[src/rtl/eepm_pkg.sv]
package eepm_pkg;
  localparam int FRAME_W = 64;
  localparam int DATA_W  = 16;
  localparam int LEN_W   = $clog2(FRAME_W + 1);
  localparam int MD_LEN  = 64;
  localparam int MD_HDR  = 46;
  localparam int UW_LEN  = 25;

  typedef enum logic [1:0] {ST_IDLE, ST_SHIFT, ST_GAP, ST_POLL} seq_e;

  function automatic logic [FRAME_W-1:0] md_frame(input logic rd, input logic [1:0] phy,
                                                  input logic [4:0] rg, input logic [DATA_W-1:0] d);
    return {32'hFFFF_FFFF, 2'b01, (rd ? 2'b10 : 2'b01), 3'b000, phy, rg,
            (rd ? 2'b11 : 2'b10), (rd ? {DATA_W{1'b0}} : d)};
  endfunction

  function automatic logic [FRAME_W-1:0] md_oe(input logic rd);
    return rd ? {{MD_HDR{1'b1}}, {(FRAME_W-MD_HDR){1'b0}}} : {FRAME_W{1'b1}};
  endfunction

  function automatic logic [FRAME_W-1:0] uw_frame(input logic rd, input logic [5:0] a,
                                                  input logic [DATA_W-1:0] d);
    return {1'b1, (rd ? 2'b10 : 2'b01), a, d, {(FRAME_W-UW_LEN){1'b0}}};
  endfunction
endpackage

[src/rtl/eepm_tick_gen.sv]
module eepm_tick_gen #(
  parameter int DIV = 2
) (
  input  logic clk_i,
  input  logic rst_ni,
  input  logic clr_i,
  input  logic en_i,
  output logic tick_o
);
  localparam int CW = (DIV > 1) ? $clog2(DIV) : 1;
  localparam logic [CW-1:0] LAST = CW'(DIV - 1);

  logic [CW-1:0] cnt_q;

  always_ff @(posedge clk_i or negedge rst_ni) begin
    if (!rst_ni)                      cnt_q <= '0;
    else if (clr_i || !en_i)          cnt_q <= '0;
    else if (cnt_q == LAST)           cnt_q <= '0;
    else                              cnt_q <= cnt_q + 1'b1;
  end

  assign tick_o = en_i && !clr_i && (cnt_q == LAST);
endmodule

[src/rtl/eepm_shift_eng.sv]
module eepm_shift_eng #(
  parameter int W    = 64,
  parameter int RX_W = 16,
  parameter int LW   = $clog2(W + 1)
) (
  input  logic          clk_i,
  input  logic          rst_ni,
  input  logic          tick_i,
  input  logic          start_i,
  input  logic [LW-1:0] len_i,
  input  logic [W-1:0]  frame_i,
  input  logic [W-1:0]  oe_mask_i,
  input  logic          din_i,
  output logic          sclk_o,
  output logic          dout_o,
  output logic          oe_o,
  output logic [RX_W-1:0] rx_o,
  output logic          done_o
);
  logic [W-1:0]    sh_q, msk_q;
  logic [LW-1:0]   left_q;
  logic            phase_q, active_q;

  always_ff @(posedge clk_i or negedge rst_ni) begin
    if (!rst_ni) begin
      sh_q <= '0; msk_q <= '0; left_q <= '0; phase_q <= 1'b0; active_q <= 1'b0;
      sclk_o <= 1'b0; dout_o <= 1'b0; oe_o <= 1'b0; rx_o <= '0; done_o <= 1'b0;
    end else begin
      done_o <= 1'b0;
      if (start_i) begin
        sh_q <= frame_i; msk_q <= oe_mask_i; left_q <= len_i;
        phase_q <= 1'b0; active_q <= 1'b1; sclk_o <= 1'b0;
      end else if (active_q && tick_i) begin
        if (left_q == '0) begin
          // trailing half period returns clock low
          sclk_o <= 1'b0; oe_o <= 1'b0; active_q <= 1'b0; done_o <= 1'b1;
        end else if (!phase_q) begin
          sclk_o <= 1'b0; dout_o <= sh_q[W-1]; oe_o <= msk_q[W-1]; phase_q <= 1'b1;
        end else begin
          sclk_o <= 1'b1;
          rx_o   <= {rx_o[RX_W-2:0], din_i};
          sh_q   <= {sh_q[W-2:0], 1'b0};
          msk_q  <= {msk_q[W-2:0], 1'b0};
          left_q <= left_q - 1'b1;
          phase_q <= 1'b0;
        end
      end
    end
  end
endmodule

[src/rtl/eepm_host_regs.sv]
module eepm_host_regs #(
  parameter int DW = 16
) (
  input  logic          clk_i,
  input  logic          rst_ni,
  input  logic          we_i,
  input  logic [1:0]    sel_i,
  input  logic [7:0]    wdata_i,
  output logic [7:0]    rdata_o,
  input  logic          busy_i,
  input  logic          load_i,
  input  logic [DW-1:0] load_data_i,
  output logic          start_o,
  output logic          start_rd_o,
  output logic          start_phy_o,
  output logic [7:0]    addr_o,
  output logic [DW-1:0] data_o,
  output logic          rd_cmd_o,
  output logic          wr_cmd_o,
  output logic          reload_o
);
  logic rd_q, wr_q, tgt_q, wen_q, rel_q;
  logic ctrl_wr, rd_rise, wr_rise;

  assign ctrl_wr = we_i && (sel_i == 2'd0);
  assign rd_rise = ctrl_wr && wdata_i[2] && !rd_q;
  assign wr_rise = ctrl_wr && wdata_i[1] && !wr_q;
  // read wins if both edges arrive together; EEPROM write needs enable
  assign start_o     = !busy_i && (rd_rise || (wr_rise && (wdata_i[3] || wdata_i[4])));
  assign start_rd_o  = rd_rise;
  assign start_phy_o = wdata_i[3];

  always_ff @(posedge clk_i or negedge rst_ni) begin
    if (!rst_ni) begin
      rd_q <= 1'b0; wr_q <= 1'b0; tgt_q <= 1'b0; wen_q <= 1'b0; rel_q <= 1'b0;
      addr_o <= '0; data_o <= '0;
    end else begin
      if (ctrl_wr) begin
        wr_q <= wdata_i[1]; rd_q <= wdata_i[2]; tgt_q <= wdata_i[3];
        wen_q <= wdata_i[4]; rel_q <= wdata_i[5];
      end
      if (we_i && sel_i == 2'd1) addr_o <= wdata_i;
      if (load_i) data_o <= load_data_i;
      else begin
        if (we_i && sel_i == 2'd2) data_o[7:0]    <= wdata_i;
        if (we_i && sel_i == 2'd3) data_o[DW-1:8] <= wdata_i[DW-9:0];
      end
    end
  end

  always_comb begin
    unique case (sel_i)
      2'd0:    rdata_o = {2'b00, rel_q, wen_q, tgt_q, rd_q, wr_q, busy_i};
      2'd1:    rdata_o = addr_o;
      2'd2:    rdata_o = data_o[7:0];
      default: rdata_o = data_o[DW-1:8];
    endcase
  end

  assign rd_cmd_o = rd_q;
  assign wr_cmd_o = wr_q;
  assign reload_o = rel_q;
endmodule

[src/rtl/eeprom_phy_acc.sv]
module eeprom_phy_acc
  import eepm_pkg::*;
#(
  parameter int CLK_DIV = 2
) (
  input  logic       clk_i,
  input  logic       rst_ni,
  input  logic       reg_we_i,
  input  logic [1:0] reg_sel_i,
  input  logic [7:0] reg_wdata_i,
  output logic [7:0] reg_rdata_o,
  output logic       mdc_o,
  output logic       mdio_o,
  output logic       mdio_oe_o,
  input  logic       mdio_i,
  output logic       ee_cs_o,
  output logic       ee_sk_o,
  output logic       ee_di_o,
  input  logic       ee_do_i,
  output logic       reload_o
);
  seq_e              state_q;
  logic              busy_q, tgt_phy_q, op_rd_q, cs_q;
  logic              start_w, start_rd_w, start_phy_w, tick_w;
  logic              rd_cmd_w, wr_cmd_w, load_w;
  logic [7:0]        addr_w;
  logic [DATA_W-1:0] data_w, rx_w;
  logic [FRAME_W-1:0] frame_w, oe_mask_w;
  logic [LEN_W-1:0]  len_w;
  logic              sclk_w, dout_w, oe_w, eng_done_w;

  eepm_host_regs #(.DW(DATA_W)) u_regs (
    .clk_i, .rst_ni,
    .we_i(reg_we_i), .sel_i(reg_sel_i), .wdata_i(reg_wdata_i), .rdata_o(reg_rdata_o),
    .busy_i(busy_q), .load_i(load_w), .load_data_i(rx_w),
    .start_o(start_w), .start_rd_o(start_rd_w), .start_phy_o(start_phy_w),
    .addr_o(addr_w), .data_o(data_w),
    .rd_cmd_o(rd_cmd_w), .wr_cmd_o(wr_cmd_w), .reload_o(reload_o)
  );

  eepm_tick_gen #(.DIV(CLK_DIV)) u_tick (
    .clk_i, .rst_ni, .clr_i(start_w), .en_i(busy_q), .tick_o(tick_w)
  );

  always_comb begin
    if (start_phy_w) begin
      frame_w   = md_frame(start_rd_w, addr_w[7:6], addr_w[4:0], data_w);
      oe_mask_w = md_oe(start_rd_w);
      len_w     = LEN_W'(MD_LEN);
    end else begin
      frame_w   = uw_frame(start_rd_w, addr_w[5:0], data_w);
      oe_mask_w = {FRAME_W{1'b1}};
      len_w     = LEN_W'(UW_LEN);
    end
  end

  eepm_shift_eng #(.W(FRAME_W), .RX_W(DATA_W), .LW(LEN_W)) u_eng (
    .clk_i, .rst_ni, .tick_i(tick_w), .start_i(start_w), .len_i(len_w),
    .frame_i(frame_w), .oe_mask_i(oe_mask_w),
    .din_i(tgt_phy_q ? mdio_i : ee_do_i),
    .sclk_o(sclk_w), .dout_o(dout_w), .oe_o(oe_w), .rx_o(rx_w), .done_o(eng_done_w)
  );

  assign load_w = (state_q == ST_SHIFT) && eng_done_w && op_rd_q;

  always_ff @(posedge clk_i or negedge rst_ni) begin
    if (!rst_ni) begin
      state_q <= ST_IDLE; busy_q <= 1'b0; tgt_phy_q <= 1'b0; op_rd_q <= 1'b0; cs_q <= 1'b0;
    end else begin
      unique case (state_q)
        ST_IDLE: if (start_w) begin
          busy_q <= 1'b1; tgt_phy_q <= start_phy_w; op_rd_q <= start_rd_w;
          cs_q <= !start_phy_w; state_q <= ST_SHIFT;
        end
        ST_SHIFT: if (eng_done_w) begin
          cs_q <= 1'b0;
          if (tgt_phy_q || op_rd_q) begin
            busy_q <= 1'b0; state_q <= ST_IDLE;
          end else begin
            state_q <= ST_GAP;
          end
        end
        ST_GAP: if (tick_w) begin
          cs_q <= 1'b1; state_q <= ST_POLL;
        end
        ST_POLL: if (tick_w && ee_do_i) begin
          cs_q <= 1'b0; busy_q <= 1'b0; state_q <= ST_IDLE;
        end
        default: state_q <= ST_IDLE;
      endcase
    end
  end

  assign mdc_o     = tgt_phy_q & sclk_w;
  assign mdio_o    = tgt_phy_q & dout_w;
  assign mdio_oe_o = tgt_phy_q & oe_w;
  assign ee_cs_o   = cs_q;
  assign ee_sk_o   = !tgt_phy_q & sclk_w;
  assign ee_di_o   = !tgt_phy_q & cs_q & dout_w;
endmodule

[config.mk]
export PLATFORM = sky130hd
export DESIGN_NAME = eeprom_phy_acc
export DESIGN_NICKNAME = d
export VERILOG_FILES = /design/src/rtl/eepm_pkg.sv /design/src/rtl/eepm_tick_gen.sv /design/src/rtl/eepm_shift_eng.sv /design/src/rtl/eepm_host_regs.sv /design/src/rtl/eeprom_phy_acc.sv
export SDC_FILE = /design/constraint.sdc
export NUM_CORES = 1
export LEC_CHECK = 0
export ABC_AREA = 1
export CORE_MARGIN = 4
export CORE_UTILIZATION = 35
export CTS_BUF_LIST = sky130_fd_sc_hd__clkbuf_4 sky130_fd_sc_hd__clkbuf_8 sky130_fd_sc_hd__clkbuf_16
export DETAILED_ROUTE_END_ITERATION = 8
export SLEW_MARGIN = 20
export SYNTH_ARGS = -nofsm -noshare
export SYNTH_HDL_FRONTEND = slang
export SYNTH_SLANG_ARGS = --single-unit
export TNS_END_PERCENT = 20
[constraint.sdc]
create_clock -name clk_i -period 3.1 [get_ports clk_i]
set_input_delay 0.62 -clock clk_i [delete_from_list [all_inputs] [get_ports clk_i]]
set_output_delay 0.62 -clock clk_i [all_outputs]
set_load 0.01 [all_outputs]
==> results.md <==
* Status: finished clean
* # rows at 58
* Post-detailed-route count of antenna-violating nets at 0
* CTS max path bufs at 2
* Crit path buffers/inverters at 4
* Cell count after synthesis at between 1000 and 1500
* Pint at ~4400 µW
* Unrepaired setup endpoints after global routing: no
* H-Tree Level Count at 4
* DRC viols at 0
* Die W at between 150 and 200 µm
* Clock slew at reported path FFs at 0.07 ns
* Syn Std Cell Area at 0.00890 mm²
* Max frequency at between 0.3 and 0.4 GHz
* Clk_skew at between 0.01 and 0.015 ns
* Slew @ Worst Pin at 0.744 ns
* Routed wire length at 20700 µm
* CP most frequent cell: clkdlybuf4s50_1
* Insertion delay to the later sink of the worst-skew pair at 0.43 ns
* Initial Utilization at 0.354
* I/O pins at 30
* DP Wirelength at 13200 µm
* Finished Core Util at 0.406
* Area growth from synthesis to layout at 14.5%
* Root buffer selected by CTS: clkbuf_16
* Fin nets at 1164
* Detailed Route Iter0 Violations at 540
* Pwr Density at approximately 600 mW/mm²
* Via count at just over 7000
* Final-report hold violation count at 0
* Slowest cell on the critical path: clkdlybuf4s50_1
* Multi-input combinational cell area at 0.00351 mm²
* Critical-path cell list: clkdlybuf4s50_1 > inv_1 > nor2_1 > buf_4 > nand2_1 > o2111ai_1 > clkdlybuf4s50_1
* TritonCTS Buffers at 17
* Final Max Slew Viols at 0
* Ant diodes at 0
* Number of max-cap violations at 0
* CP endpoint kind: output pin
* DIE HEIGHT at 167 µm
* LEAKAGE at slightly above 0.005 µW
* Worst path depth at 7
* Antenna violations before repair at 0
* Sw frac at 0.281
* Placed cells at 1459
* Die area at approximately 0.028 mm²
* Worst Hold Class: in2async
* Max_slew headroom at 0.504
* CP startpoint kind: input pin
* Max incr delay on CP at 0.59 ns
* All-Layer GR Usage at 0.152
* Syn. warnings at 0
* CP Class: in2out
* Fill cells at 2643
* CTS Sinks at 193
* Core area at 0.0251 mm²
* Layout cells sized above 1 at 0.0655
* Register bit count reported by yosys at approximately 190
* Register area at 0.00483 mm²
* FF-to-FF path depth at 9
* Crit path max fanout at 6
* CP Data Required Time at 2.48 ns
* Post-DP Area at 0.00959 mm²
* Syn Area/Cell at 7.83 µm²
* NetSw at 1730 µW
* Worst vdd ir at 0.000400 V
* Crit-path leading delay family: buffers and inverters
* Tmin final at roughly 3.0 ns
* Vias/cell at 4.86
* Final period util at 0.960
* Final cell count without fillers at between 1000 and 1500
* Largest net degree at the start of global routing at 87
* Gate power share at 0.140
* Vias in the first global route at slightly below 7000
* Routability Congestion at between 0.8 and 0.9
* Post-CTS Setup Inserts at 0
* Hold_buf cts at 0
* Average wire per standard cell at 13.9 µm
* Sequential cell fraction of total power at 0.497
* Register area share after synthesis at 0.543
* Crit path DAT at 2.36 ns
* Pre-antenna DRT Iters at 5
* CTS tree: done
* Buffers on Ports at 29
* Synth cell types at 29
* Post-CTS Resized at 0
* Finished Cell Area at 0.0102 mm²
* Setup Viol. Count Final at 0
* Post-Syn Nets at 1153
* First-pass GRT wire length at 35400 µm
* Total gr overflow at 0
* Clock share of power at 0.363
-- placed cells by master (no fill, tap or decap) --
master	count
o21ai_0	39
bufinv_16	2
clkinvlp_4	5
buf_12	5
nand4_1	15
or2_2	4
nand3_4	1
inv_6	3
nor2_4	1
ha_1	1
inv_1	71
nand2_4	1
clkdlybuf4s50_1	28
o21ai_2	2
nor2_1	41
o22ai_1	3
nand3_1	141
inv_8	1
o21ai_1	2
o31ai_1	1
o211ai_1	14
nand4_2	1
nand2_2	1
clkbuf_8	2
a21oi_1	3
clkinv_4	1
clkbuf_16	17
nand2_1	514
inv_2	5
o2111ai_1	6
buf_4	22
xnor2_1	3
nand3b_1	7
clkinv_2	2
o221ai_1	3
dfrtp_1	193
-- cell usage after synthesis --
library cell	n	area share
nand2_1	514	0.22
dfrtp_1	193	0.54
nand3_1	141	0.079
inv_1	71	0.030
nor2_1	41	0.017
o21ai_0	39	0.022
clkbuf_1	31	0.013
buf_2	25	0.014
nand4_1	15	0.011
o211ai_1	14	0.012
nand3b_1	7	0.0059
o2111ai_1	6	0.0059
buf_1	5	0.0021
inv_2	5	0.0021
or2_2	4	0.0028
a21oi_1	3	0.0017
o221ai_1	3	0.0030
o22ai_1	3	0.0021
xnor2_1	3	0.0030
buf_6	2	0.0025
nand2_2	2	0.0014
o21ai_1	2	0.0011
o21ai_2	2	0.0020
buf_4	1	0.00084
ha_1	1	0.0014
nand3_2	1	0.0011
nand4_2	1	0.0014
nor2_4	1	0.0013
o31ai_1	1	0.00084
-- flip-flops by register name, summed over array words and instances, names as in the netlist, named ones only --
register	flops
u_eng.rx_o	16
u_eng.phase_q	1
u_eng.done_o	1
u_regs.data_o	16
u_eng.oe_o	1
u_eng.sclk_o	1
u_regs.wen_q	1
u_regs.wr_cmd_o	1
tgt_phy_q	1
u_regs.addr_o	8
state_q	1
u_eng.left_q	7
u_eng.active_q	1
u_eng.sh_q	64
u_regs.rd_cmd_o	1
u_tick.cnt_q	1
u_regs.tgt_q	1
u_eng.dout_o	1
ee_cs_o	1
busy_q	1
u_regs.reload_o	1
op_rd_q	1
u_eng.msk_q	64
-- logic make-up after synthesis --
family / after synthesis / synth area share
flops: 193 / 0.543
compound gates: 73 / 0.0503
fa+ha+maj: 1 / 0.00141
xor+xnor: 3 / 0.00295
buf+inv: 140 / 0.0647
simple gates: 727 / 0.338
-- final timing paths --
kind	start	endpoint	slack, ns
setup / recovery	reg_sel_i[1]	reg_rdata_o[2]	0.12
hold / removal	rst_ni	u_eng.msk_q[48]	0.23
setup reg to reg	u_eng.left_q[0]	u_eng.sh_q[20]	0.77
hold reg to reg	u_tick.cnt_q	u_tick.cnt_q	0.47
max in group asynchronous	rst_ni	u_eng.msk_q[14]	2.07
min in group clk_i	u_tick.cnt_q	u_tick.cnt_q	0.47
-- area by class of cell --
class                           instances  area share
Clock buffer                           18      0.0431
Clock inverter                         14      0.0151
Inverter                               76      0.0280
Multi-Input combinational cell        804       0.344
Sequential cell                       193       0.474
Tap cell                              330      0.0405
Timing Repair Buffer                   56      0.0549
-- power groups by stage --
stage	sequential [µW]	combinational, µW	clock, µW
after global routing	3090	1000	2390
after CTS	3040	875	2280
after detailed placement	3090	869	0
after floorplan	3020	611	0
final	3050	860	2230
after global placement	3090	854	0
-- through the flow --
stage	setup WS (ns)	total power, µW	hold slack [ns]	TNS, ns
after floorplan	1.22	3630	0.324	0
after detailed placement	-0.0220	3960	0.463	-0.0302
after CTS	0.127	6200	0.284	0
after global placement	0.0720	3940	0.455	0
after global routing	0.0170	6480	0.316	0
final	0.124	6140	0.231	0
-- metal layers --
layer	wire length, µm	GRT usage	part of all wire
met1	10200	0.222	0.50
met2	9430	0.236	0.46
met3	713	0.0236	0.035
met4	269	0.0427	0.013
met5	0	0	0
-- worst register-to-register path: cells and delay by family (launching register included) --
| family | cells | cell delay [ns] |
|---|---|---|
| fa+ha+maj | 1 | 0.23 |
| simple gates | 5 | 0.83 |
| flops | 1 | 0.40 |
| buf+inv | 3 | 0.82 |
Power figures use the tool's default switching activity.
